==> config.mk <==
export PLATFORM = sky130hd
export DESIGN_NAME = lane_merge_reader
export DESIGN_NICKNAME = d
export VERILOG_FILES = /design/src/rtl/lmr_pkg.sv /design/src/rtl/lmr_seq.sv /design/src/rtl/lmr_addr_gen.sv /design/src/rtl/lmr_lane_steer.sv /design/src/rtl/lane_merge_reader.sv
export SDC_FILE = /design/constraint.sdc
export NUM_CORES = 1
export LEC_CHECK = 0
export BUFFER_PORTS_ARGS = -buffer_cell sky130_fd_sc_hd__buf_2
export CAP_MARGIN = 5
export CORE_UTILIZATION = 49
export DETAILED_ROUTE_END_ITERATION = 12
export GPL_ROUTABILITY_DRIVEN = 0
export GPL_TIMING_DRIVEN = 0
export PLACE_DENSITY = 0.92
export SYNTH_ARGS = -nofsm -noshare
export SYNTH_HDL_FRONTEND = slang
export SYNTH_SLANG_ARGS = --single-unit
==> constraint.sdc <==
create_clock -name clk -period 2 [get_ports clk]
set_input_delay 0.2 -clock clk [delete_from_list [all_inputs] [get_ports clk]]
set_output_delay 0.2 -clock clk [all_outputs]
set_load 0.01 [all_outputs]
==> src/rtl/lmr_pkg.sv <==
package lmr_pkg;

   typedef enum logic [2:0] {
      ST_IDLE,
      ST_ISSUE_A,
      ST_WAIT_A,
      ST_ISSUE_B,
      ST_WAIT_B,
      ST_DONE
   } lmr_state_e;

   typedef struct packed {
      logic is_byte;
      logic odd;
   } lmr_kind_t;

   function automatic logic needs_split(lmr_kind_t k);
      return !k.is_byte && k.odd;
   endfunction

endpackage

==> src/rtl/lmr_seq.sv <==
module lmr_seq
   import lmr_pkg::*;
#(
   parameter int ADDR_W = 20
) (
   input  logic              clk,
   input  logic              rst_n,
   input  logic              req_valid,
   output logic              req_ready,
   input  logic [ADDR_W-1:0] req_addr,
   input  logic              req_byte,
   output logic              mem_req_valid,
   input  logic              mem_req_ready,
   input  logic              mem_rsp_valid,
   output logic              mem_rsp_ready,
   output logic              rsp_valid,
   input  logic              rsp_ready,
   output logic [ADDR_W-1:0] base_addr,
   output logic              second_phase,
   output lmr_kind_t         kind,
   output logic              cap_first,
   output logic              cap_second
);

   lmr_state_e state_q, state_d;
   logic [ADDR_W-1:0] addr_q;
   lmr_kind_t kind_q;

   always_ff @(posedge clk or negedge rst_n) begin
      if (!rst_n) begin
         state_q <= ST_IDLE;
         addr_q  <= '0;
         kind_q  <= '0;
      end else begin
         state_q <= state_d;
         if (req_valid && req_ready) begin
            addr_q         <= req_addr;
            kind_q.is_byte <= req_byte;
            kind_q.odd     <= req_addr[0];
         end
      end
   end

   always_comb begin
      state_d = state_q;
      unique case (state_q)
         ST_IDLE:    if (req_valid)     state_d = ST_ISSUE_A;
         ST_ISSUE_A: if (mem_req_ready) state_d = ST_WAIT_A;
         ST_WAIT_A:  if (mem_rsp_valid) state_d = needs_split(kind_q) ? ST_ISSUE_B : ST_DONE;
         ST_ISSUE_B: if (mem_req_ready) state_d = ST_WAIT_B;
         ST_WAIT_B:  if (mem_rsp_valid) state_d = ST_DONE;
         ST_DONE:    if (rsp_ready)     state_d = ST_IDLE;
         default:                       state_d = ST_IDLE;
      endcase
   end

   assign req_ready     = (state_q == ST_IDLE);
   assign mem_req_valid = (state_q == ST_ISSUE_A) || (state_q == ST_ISSUE_B);
   assign mem_rsp_ready = (state_q == ST_WAIT_A) || (state_q == ST_WAIT_B);
   assign rsp_valid     = (state_q == ST_DONE);
   assign second_phase  = (state_q == ST_ISSUE_B);
   assign cap_first     = (state_q == ST_WAIT_A) && mem_rsp_valid;
   assign cap_second    = (state_q == ST_WAIT_B) && mem_rsp_valid;
   assign base_addr     = addr_q;
   assign kind          = kind_q;

   // an offered bus read is held until it is accepted
   a_r10_mreq_hold: assert property (@(posedge clk) disable iff (!rst_n)
      mem_req_valid && !mem_req_ready |=> mem_req_valid && $stable(second_phase) && $stable(base_addr));

   // the response stays up until it is taken
   a_r8_rsp_hold: assert property (@(posedge clk) disable iff (!rst_n)
      rsp_valid && !rsp_ready |=> rsp_valid);

   // the second bus read belongs only to a split word request
   a_r4_second_only_split: assert property (@(posedge clk) disable iff (!rst_n)
      second_phase |-> (!kind.is_byte && base_addr[0]));

endmodule

==> src/rtl/lmr_addr_gen.sv <==
module lmr_addr_gen #(
   parameter int ADDR_W = 20
) (
   input  logic [ADDR_W-1:0] base_addr,
   input  logic              second_phase,
   output logic [ADDR_W-1:0] bus_addr
);

   localparam logic [ADDR_W-1:0] WORD_STEP = ADDR_W'(2);

   logic [ADDR_W-1:0] aligned;
   logic [ADDR_W-1:0] next_word;

   assign aligned   = {base_addr[ADDR_W-1:1], 1'b0};
   // the sum drops its carry, so the next word after the top one is word 0
   assign next_word = aligned + WORD_STEP;
   assign bus_addr  = second_phase ? next_word : aligned;

endmodule

==> src/rtl/lmr_lane_steer.sv <==
module lmr_lane_steer
   import lmr_pkg::*;
#(
   parameter int LANE_W    = 8,
   parameter bit SIGN_FILL = 1'b0
) (
   input  logic                clk,
   input  logic                rst_n,
   input  lmr_kind_t           kind,
   input  logic                cap_first,
   input  logic                cap_second,
   input  logic [2*LANE_W-1:0] bus_word,
   output logic [2*LANE_W-1:0] result
);

   logic [LANE_W-1:0] lane_lo, lane_hi;
   logic [LANE_W-1:0] pick_lo, fill_v;
   logic [LANE_W-1:0] res_lo_q, res_hi_q;

   assign lane_lo = bus_word[LANE_W-1:0];
   assign lane_hi = bus_word[2*LANE_W-1:LANE_W];
   assign pick_lo = kind.odd ? lane_hi : lane_lo;

   generate
      if (SIGN_FILL) begin : g_sign_fill
         assign fill_v = {LANE_W{pick_lo[LANE_W-1]}};
      end else begin : g_zero_fill
         assign fill_v = '0;
      end
   endgenerate

   always_ff @(posedge clk or negedge rst_n) begin
      if (!rst_n) begin
         res_lo_q <= '0;
         res_hi_q <= '0;
      end else begin
         if (cap_first) begin
            res_lo_q <= pick_lo;
            res_hi_q <= kind.is_byte ? fill_v : lane_hi;
         end
         if (cap_second) begin
            res_hi_q <= lane_lo;
         end
      end
   end

   assign result = {res_hi_q, res_lo_q};

   // the two captures of a split read never fall in the same cycle
   a_r4_capture_apart: assert property (@(posedge clk) disable iff (!rst_n)
      !(cap_first && cap_second));

endmodule

==> src/rtl/lane_merge_reader.sv <==
module lane_merge_reader
   import lmr_pkg::*;
#(
   parameter int ADDR_W    = 20,
   parameter int LANE_W    = 8,
   parameter bit SIGN_FILL = 1'b0
) (
   input  logic                clk,
   input  logic                rst_n,
   input  logic                req_valid,
   output logic                req_ready,
   input  logic [ADDR_W-1:0]   req_addr,
   input  logic                req_byte,
   output logic                rsp_valid,
   input  logic                rsp_ready,
   output logic [2*LANE_W-1:0] rsp_data,
   output logic                mem_req_valid,
   input  logic                mem_req_ready,
   output logic [ADDR_W-1:0]   mem_req_addr,
   input  logic                mem_rsp_valid,
   output logic                mem_rsp_ready,
   input  logic [2*LANE_W-1:0] mem_rsp_data
);

   localparam int DATA_W = 2 * LANE_W;

   generate
      if (ADDR_W < 2) begin : g_bad_addr_w
         $error("lane_merge_reader: ADDR_W must be at least 2");
      end
      if (LANE_W < 1) begin : g_bad_lane_w
         $error("lane_merge_reader: LANE_W must be at least 1");
      end
      if (DATA_W != 2 * LANE_W) begin : g_bad_data_w
         $error("lane_merge_reader: data path must hold two lanes");
      end
   endgenerate

   logic [ADDR_W-1:0] base_addr;
   logic              second_phase;
   lmr_kind_t         kind;
   logic              cap_first, cap_second;

   lmr_seq #(.ADDR_W(ADDR_W)) u_seq (
      .clk           (clk),
      .rst_n         (rst_n),
      .req_valid     (req_valid),
      .req_ready     (req_ready),
      .req_addr      (req_addr),
      .req_byte      (req_byte),
      .mem_req_valid (mem_req_valid),
      .mem_req_ready (mem_req_ready),
      .mem_rsp_valid (mem_rsp_valid),
      .mem_rsp_ready (mem_rsp_ready),
      .rsp_valid     (rsp_valid),
      .rsp_ready     (rsp_ready),
      .base_addr     (base_addr),
      .second_phase  (second_phase),
      .kind          (kind),
      .cap_first     (cap_first),
      .cap_second    (cap_second)
   );

   lmr_addr_gen #(.ADDR_W(ADDR_W)) u_addr (
      .base_addr    (base_addr),
      .second_phase (second_phase),
      .bus_addr     (mem_req_addr)
   );

   lmr_lane_steer #(.LANE_W(LANE_W), .SIGN_FILL(SIGN_FILL)) u_steer (
      .clk        (clk),
      .rst_n      (rst_n),
      .kind       (kind),
      .cap_first  (cap_first),
      .cap_second (cap_second),
      .bus_word   (mem_rsp_data),
      .result     (rsp_data)
   );

   // bus addresses are word aligned
   a_r2_aligned: assert property (@(posedge clk) disable iff (!rst_n)
      mem_req_valid |-> !mem_req_addr[0]);

   // no new request while a result is pending
   a_r9_one_outstanding: assert property (@(posedge clk) disable iff (!rst_n)
      (rsp_valid || mem_req_valid || mem_rsp_ready) |-> !req_ready);

   // the result does not change while it waits to be taken
   a_r8_data_stable: assert property (@(posedge clk) disable iff (!rst_n)
      rsp_valid && !rsp_ready |=> $stable(rsp_data));

   // no result while a bus word is still awaited
   a_r8_no_early_rsp: assert property (@(posedge clk) disable iff (!rst_n)
      mem_rsp_ready |-> !rsp_valid);

endmodule

==> results of run 1 <==
[cell type report]
type / instances / area share, %
plain buffers: 9 / 2.39
clock buffers: 6 / 2.87
clock inverters: 2 / 0.348
inverters: 1 / 0.131
multi-input cells: 154 / 39.5
flip-flops and latches: 40 / 34.9
well taps: 50 / 2.18
repair buffers: 94 / 17.6
[state kept, by name, indices dropped and copies added, names as in the netlist]
signal and count:
u_seq.base_addr 20, u_steer.res_hi_q 8, u_seq.kind 1, u_seq.state_q 3, u_steer.res_lo_q 8
[report_power, final]
part           internal, mW  switching, mW  leakage, nW
Clock                 0.275          0.277       0.0510
Combinational          1.13           1.07        0.916
Sequential             1.22          0.366        0.476
[cell usage in the layout (no fill, tap or decap), types with 2 or more instances in the layout]
cell,synthesis,layout
xnor2_1,14,14
nor2_1,16,15
o21ai_0,11,11
buf_4,3,14
nand2b_1,3,3
nand4_1,4,4
dfrtp_2,0,2
buf_6,2,4
xor2_1,5,5
mux2i_1,16,16
clkinv_2,0,2
nand2_1,17,17
a21oi_1,10,10
buf_2,4,84
mux2_2,23,23
nor2b_1,12,12
and4_1,3,2
clkbuf_8,0,6
dfrtp_1,40,38
nand3_1,7,7
[critical path, cell delays in order (launching register included)]
cell and delay (ps):
dfrtp_1 380, buf_6 150, nand3b_4 120, nor4_4 360, buf_4 170, xor2_1 170
buf_2 160
[worst paths after layout]
path | start | endpoint | cells after the start
setup / recovery | u_seq.state_q[0] | mem_req_addr[10] | 6
hold / removal | rst_n | u_seq.base_addr[17] | 1
setup reg to reg | u_seq.state_q[0] | u_steer.res_lo_q[7] | 7
hold reg to reg | u_steer.res_hi_q[4] | u_steer.res_hi_q[4] | 2
max in group asynchronous | rst_n | u_seq.base_addr[10] | 1
min in group clk | req_addr[11] | u_seq.base_addr[11] | 2
[stage by stage]
stage / util [%] / area (µm²)
global placement: 63.8 / 2640
finish: 69.4 / 2870
global route: 69.4 / 2870
detailed placement: 63.8 / 2640
CTS: 67.5 / 2800
floorplan: - / 2180
[logic make-up (layout without fill, tap and decap cells)]
group	after synthesis	in the layout	synth area share, %
fa+ha+maj	1	1	0.575
simple gates	72	72	17.8
buf+inv	11	112	3.39
compound gates	22	22	5.18
other cells	1	1	0.172
xor+xnor	19	19	7.65
mux	39	39	19.3
flops	40	40	46.0
[routing by layer]
metal	up-vias	GRT usage (%)	part of all wire, %
met5	-	0	0
li1	903	-	-
met4	0	7.03	1.3
met2	76	38.2	49
met3	7	7.73	7.9
met1	885	23.9	42
[repair_timing]
item,4_1_cts,5_1_grt
pin swaps,5,3
setup endpoints to repair,12,12
hold endpoints to repair,0,0
resized for setup,5,6
setup buffers,6,7
==> impl_metrics.tcl, run 1 <==
set metrics [dict create \
    rsz0062_at_grt "true" \
    postRouteAntennaNets 0 \
    cp.arrival_ps 1790 \
    finalMaxSlewViolations 0 \
    dp_hpwl_um 3580 \
    synth-seq-cells 40 \
    total_power_mw 4.33 \
    ff_latch_area_um2 1000 \
    synth-async-reset-ratio_pct 100 \
    antenna_found_initial 0 \
    ios 83 \
    dieArea_um2 4710 \
    ctsRootBufferMaster "clkbuf_8" \
    syn_inst 205 \
    fin_worst_skew_ps 9.98 \
    finalSetupViolCount 0 \
    overflow 0 \
    holdWs_ps 24.9 \
    post_synth_num_cell_types 30 \
    grt_use_total_pct 21.6 \
    n_antenna_cell 0 \
    synth_edf_count 0 \
    pre_cts_slack_ps 129 \
    first_pass_iters 4 \
    synth_nets 249 \
    fillers 314 \
    coreArea_um2 4140 \
    drive_above_1_share_pct 47.4 \
    status "finished clean" \
    synth_top_area_cell "dfrtp_1" \
    cts_inserted_buffers 5 \
    fmax_ghz 0.503 \
    fin_cells 356 \
    cp-start-kind "register" \
    post_drt_wl_per_cell_um 13.9 \
    synth-main-ff-cell "dfrtp_1" \
    synth.yosys.seq_area_share_pct 46.0 \
    drc 0 \
    grt_start_max_net_pins 41 \
    hold_viol 0 \
    clockBufferDepth 2 \
    fin_crit_sh_pct 99.4 \
    place_inst 336 \
    synth_common_cells "dfrtp_1, mux2_2, nand2_1, mux2i_1, nor2_1" \
    die_x_um 68.6 \
    yosysWarnings 0 \
    wl_um 4930 \
    worst-endpoint-required_ps 1800 \
    clk_pin_slew_ps 80 \
    ys_top_cells_by_area "dfrtp_1, mux2_2, mux2i_1" \
    htree_levels 2 \
    grt_pass1_wl_um 7370 \
    fin_nets 349 \
    setup_ws_ps 12.9 \
    ir_worst_vdd_v 0.000727 \
    cts_tree "yes" \
    multi_input_comb_area_um2 1140 \
    path_class "register to primary output" \
    via_per_inst 5.26 \
    die_h_um 68.6 \
    drt_iter0_markers 65 \
    route.vias.total 1871 \
    cts-hold-fix-buffers 0 \
    finalCriticalPeriod_ps 1990 \
    setup-tns-final_ps 0 \
    num_rows 23 \
    cts.sinks 40 \
    p_per_area_nw_per_um2 1510 \
    hp-class "input pin to asynchronous set/reset pin" \
    p_leak_nw 1.44 \
    reg2reg_setup_slack_ps 350 \
    synth_most_common_cell "dfrtp_1" \
    drv_cap 0 \
    max_slew.worst_pin.slew_ps 883 \
    yosysTopAreaCellShare_pct 46.0 \
    syn_area_um2 2180 \
    initial_core_util_pct 52.5 \
    clk_latency_ps 290 \
    synth.avg_cell_area_um2 10.6 \
    slew_headroom_pct 41.1 \
    io_buffers 81 \
    syn2layout_area_growth_pct 32.1 \
    crit_fanout 8 \
    cp-end-kind "primary output" \
    grt_pass1_vias 1641 \
]
No activity file was read; power rests on OpenSTA's default activity.
==> run 2, diff against run 1 <==
--- a/config.mk
+++ b/config.mk
@@ -10,5 +10,4 @@
 export CORE_UTILIZATION = 49
 export DETAILED_ROUTE_END_ITERATION = 12
-export GPL_ROUTABILITY_DRIVEN = 0
 export GPL_TIMING_DRIVEN = 0
 export PLACE_DENSITY = 0.92
==> constraint.sdc (replaced) <==
create_clock -name clk -period 2 [get_ports clk]
set_input_delay 0.1 -clock clk [delete_from_list [all_inputs] [get_ports clk]]
set_output_delay 0.1 -clock clk [all_outputs]
set_load 0.01 [all_outputs]
==> run 2 against run 1 <==
Effect of this change: via count fell by 3.6%; clock skew is essentially flat; count of clock-buffer cells in the layout stayed put; first-iteration DRC count is 3.1% higher; sequential share of layout area increased by 0.90 points; combinational power is 6% lower; critical path type unchanged.
==> impl_metrics.tcl, run 2 (synthesis results as in run 1) <==
set metrics [dict create \
    clockBufferDepth 2 \
    hp-class "input pin to register" \
    p_leak_nw 1.39 \
    overflow 0 \
    fin_nets 341 \
    fillers 321 \
    slew_headroom_pct 41.1 \
    cts_tree "yes" \
    ctsRootBufferMaster "clkbuf_8" \
    grt_pass1_vias 1632 \
    total_power_mw 4.18 \
    reg2reg_setup_slack_ps 390 \
    power.share.sequential_pct 37.7 \
    post_drt_wl_per_cell_um 13.5 \
    slowest_stage "dfrtp_1" \
    wl_um 4690 \
    io_buffers 81 \
    crit_fanout 9 \
    max_slew.worst_pin.slew_ps 883 \
    worst-endpoint-required_ps 1900 \
    r2r-end "u_seq.base_addr[3]" \
    clkPwrFrac_pct 13.2 \
    p_per_area_nw_per_um2 1500 \
    placed_area_um2 2640 \
    setup_ws_ps 88.9 \
    hold_start "req_byte" \
    drive_above_1_share_pct 44.3 \
    dp_hpwl_um 3580 \
    min_path_cells 2 \
    ios 83 \
    cts.sinks 40 \
    route.vias.total 1804 \
    gp_congestion 0.747 \
    p_int_mw 2.52 \
    n_antenna_cell 0 \
    die_h_um 68.6 \
    antenna_found_initial 0 \
    pre_cts_slack_ps 229 \
    crit_top_cell "buf_2" \
    first_pass_iters 4 \
    r2r.worst_path.cells 5 \
    fmax_ghz 0.523 \
    fin_worst_skew_ps 10.1 \
    worst_hold_path.endpoint "u_seq.kind[1]" \
    rr_startpoint "u_seq.state_q[1]" \
    drt_iter0_markers 67 \
    syn2layout_area_growth_pct 28.5 \
    final_cell_mix "buf_2, dfrtp_1, mux2_2" \
    grt_start_max_net_pins 41 \
    num_rows 23 \
    path_class "register to primary output" \
    switching_share_pct 39.8 \
    grt_pass1_wl_um 7220 \
    rsz0062_at_grt "true" \
    drv_cap 0 \
    path_cells "buf_2, nand4b_1, buf_4, nor3_2, nand4_1, xnor2_1, buf_2" \
    fin_crit_sh_pct 95.6 \
    cp.arrival_ps 1810 \
    drc 0 \
    postRouteAntennaNets 0 \
    finalCriticalPeriod_ps 1910 \
    ir_worst_vdd_v 0.000717 \
    status "finished clean" \
    design_area_um2 2800 \
    die_x_um 68.6 \
    via_per_inst 5.18 \
    final_common_cell "buf_2" \
    switchingPower_mw 1.66 \
    critPathMaxStageDelay_ps 360 \
    finalSetupViolCount 0 \
    final_util_pct 67.5 \
    comb_power_share_pct 49.0 \
    clk_pin_slew_ps 80 \
    coreArea_um2 4140 \
    grt_use_total_pct 21.1 \
    hold_viol 0 \
    cts_inserted_buffers 5 \
    clk_latency_ps 290 \
    finalMaxSlewViolations 0 \
    cp-end-kind "primary output" \
    largest_register_ffs 20 \
    htree_levels 2 \
    cp-start-kind "register" \
    initial_core_util_pct 52.5 \
    dieArea_um2 4710 \
    holdWs_ps 31.1 \
]
run 2: changes by cell type in the layout (fill, tap and decap cells not counted), sizes merged:
cell	previous run	this run
buf	102	93
dlygate4sd3	0	1
run 2: worst max-delay path, delay by kind of cell, from the launching register on:
kind	cells	cell delay [ps]
simple gates	3	470
buf+inv	3	510
xor+xnor	1	200
flops	1	360
run 2: worst max path at each step:
stage,start,to,slack [ps],cells past startpoint
2_1_floorplan,u_seq.state_q[1],u_seq.base_addr[0],320,5
3_3_place_gp,u_seq.state_q[2],mem_req_addr[13],270,6
3_5_place_dp,u_seq.state_q[2],mem_req_addr[13],230,6
4_1_cts,u_seq.state_q[2],mem_req_addr[12],-30,6
5_1_grt,u_seq.base_addr[3],mem_req_addr[12],-60,6
6_report,u_seq.state_q[2],mem_req_addr[13],90,7
run 2: metal layers:
| metal | track usage (%) | up-vias | routed length [µm] |
|---|---|---|---|
| li1 | - | 886 | - |
| met1 | 23.3 | 835 | 1940 |
| met2 | 37.3 | 76 | 2270 |
| met3 | 7.73 | 7 | 422 |
| met4 | 7.03 | 0 | 63 |
| met5 | 0 | - | 0 |
run 2: what timing repair did:
item	in CTS	in global routing
hold endpoints to repair	40	0
setup endpoints to repair	5	9
gates resized for setup	1	4
pin swaps	0	2
buffers inserted	1	2
cloned	0	0
hold buffers	1	0
run 2: layout make-up:
class / instances / area (µm²) / share of cell area (%)
plain buffers: 10 / 70.1 / 2.51
clock inverters: 2 / 10.0 / 0.358
inverters: 1 / 3.75 / 0.134
well taps: 50 / 62.6 / 2.24
repair buffers: 85 / 438 / 15.7
multi-input cells: 154 / 1130 / 40.3
flip-flops and latches: 40 / 1000 / 35.8
clock buffers: 6 / 82.6 / 2.95
run 2: metrics by stage:
stage / std cells / setup TNS [ps]
floorplan: 205 / 0
global placement: 336 / 0
detailed placement: 336 / 0
CTS: 346 / -43.5
global route: 348 / -60.6
finish: 348 / 0
run 2: power groups by stage:
stage	registers (mW)	clock network, mW	logic [mW]
detailed placement	1.58	0	2.03
CTS	1.58	0.569	2.04
floorplan	1.59	0	1.30
global placement	1.56	0	1.97
finish	1.58	0.553	2.05
global route	1.63	0.609	2.28
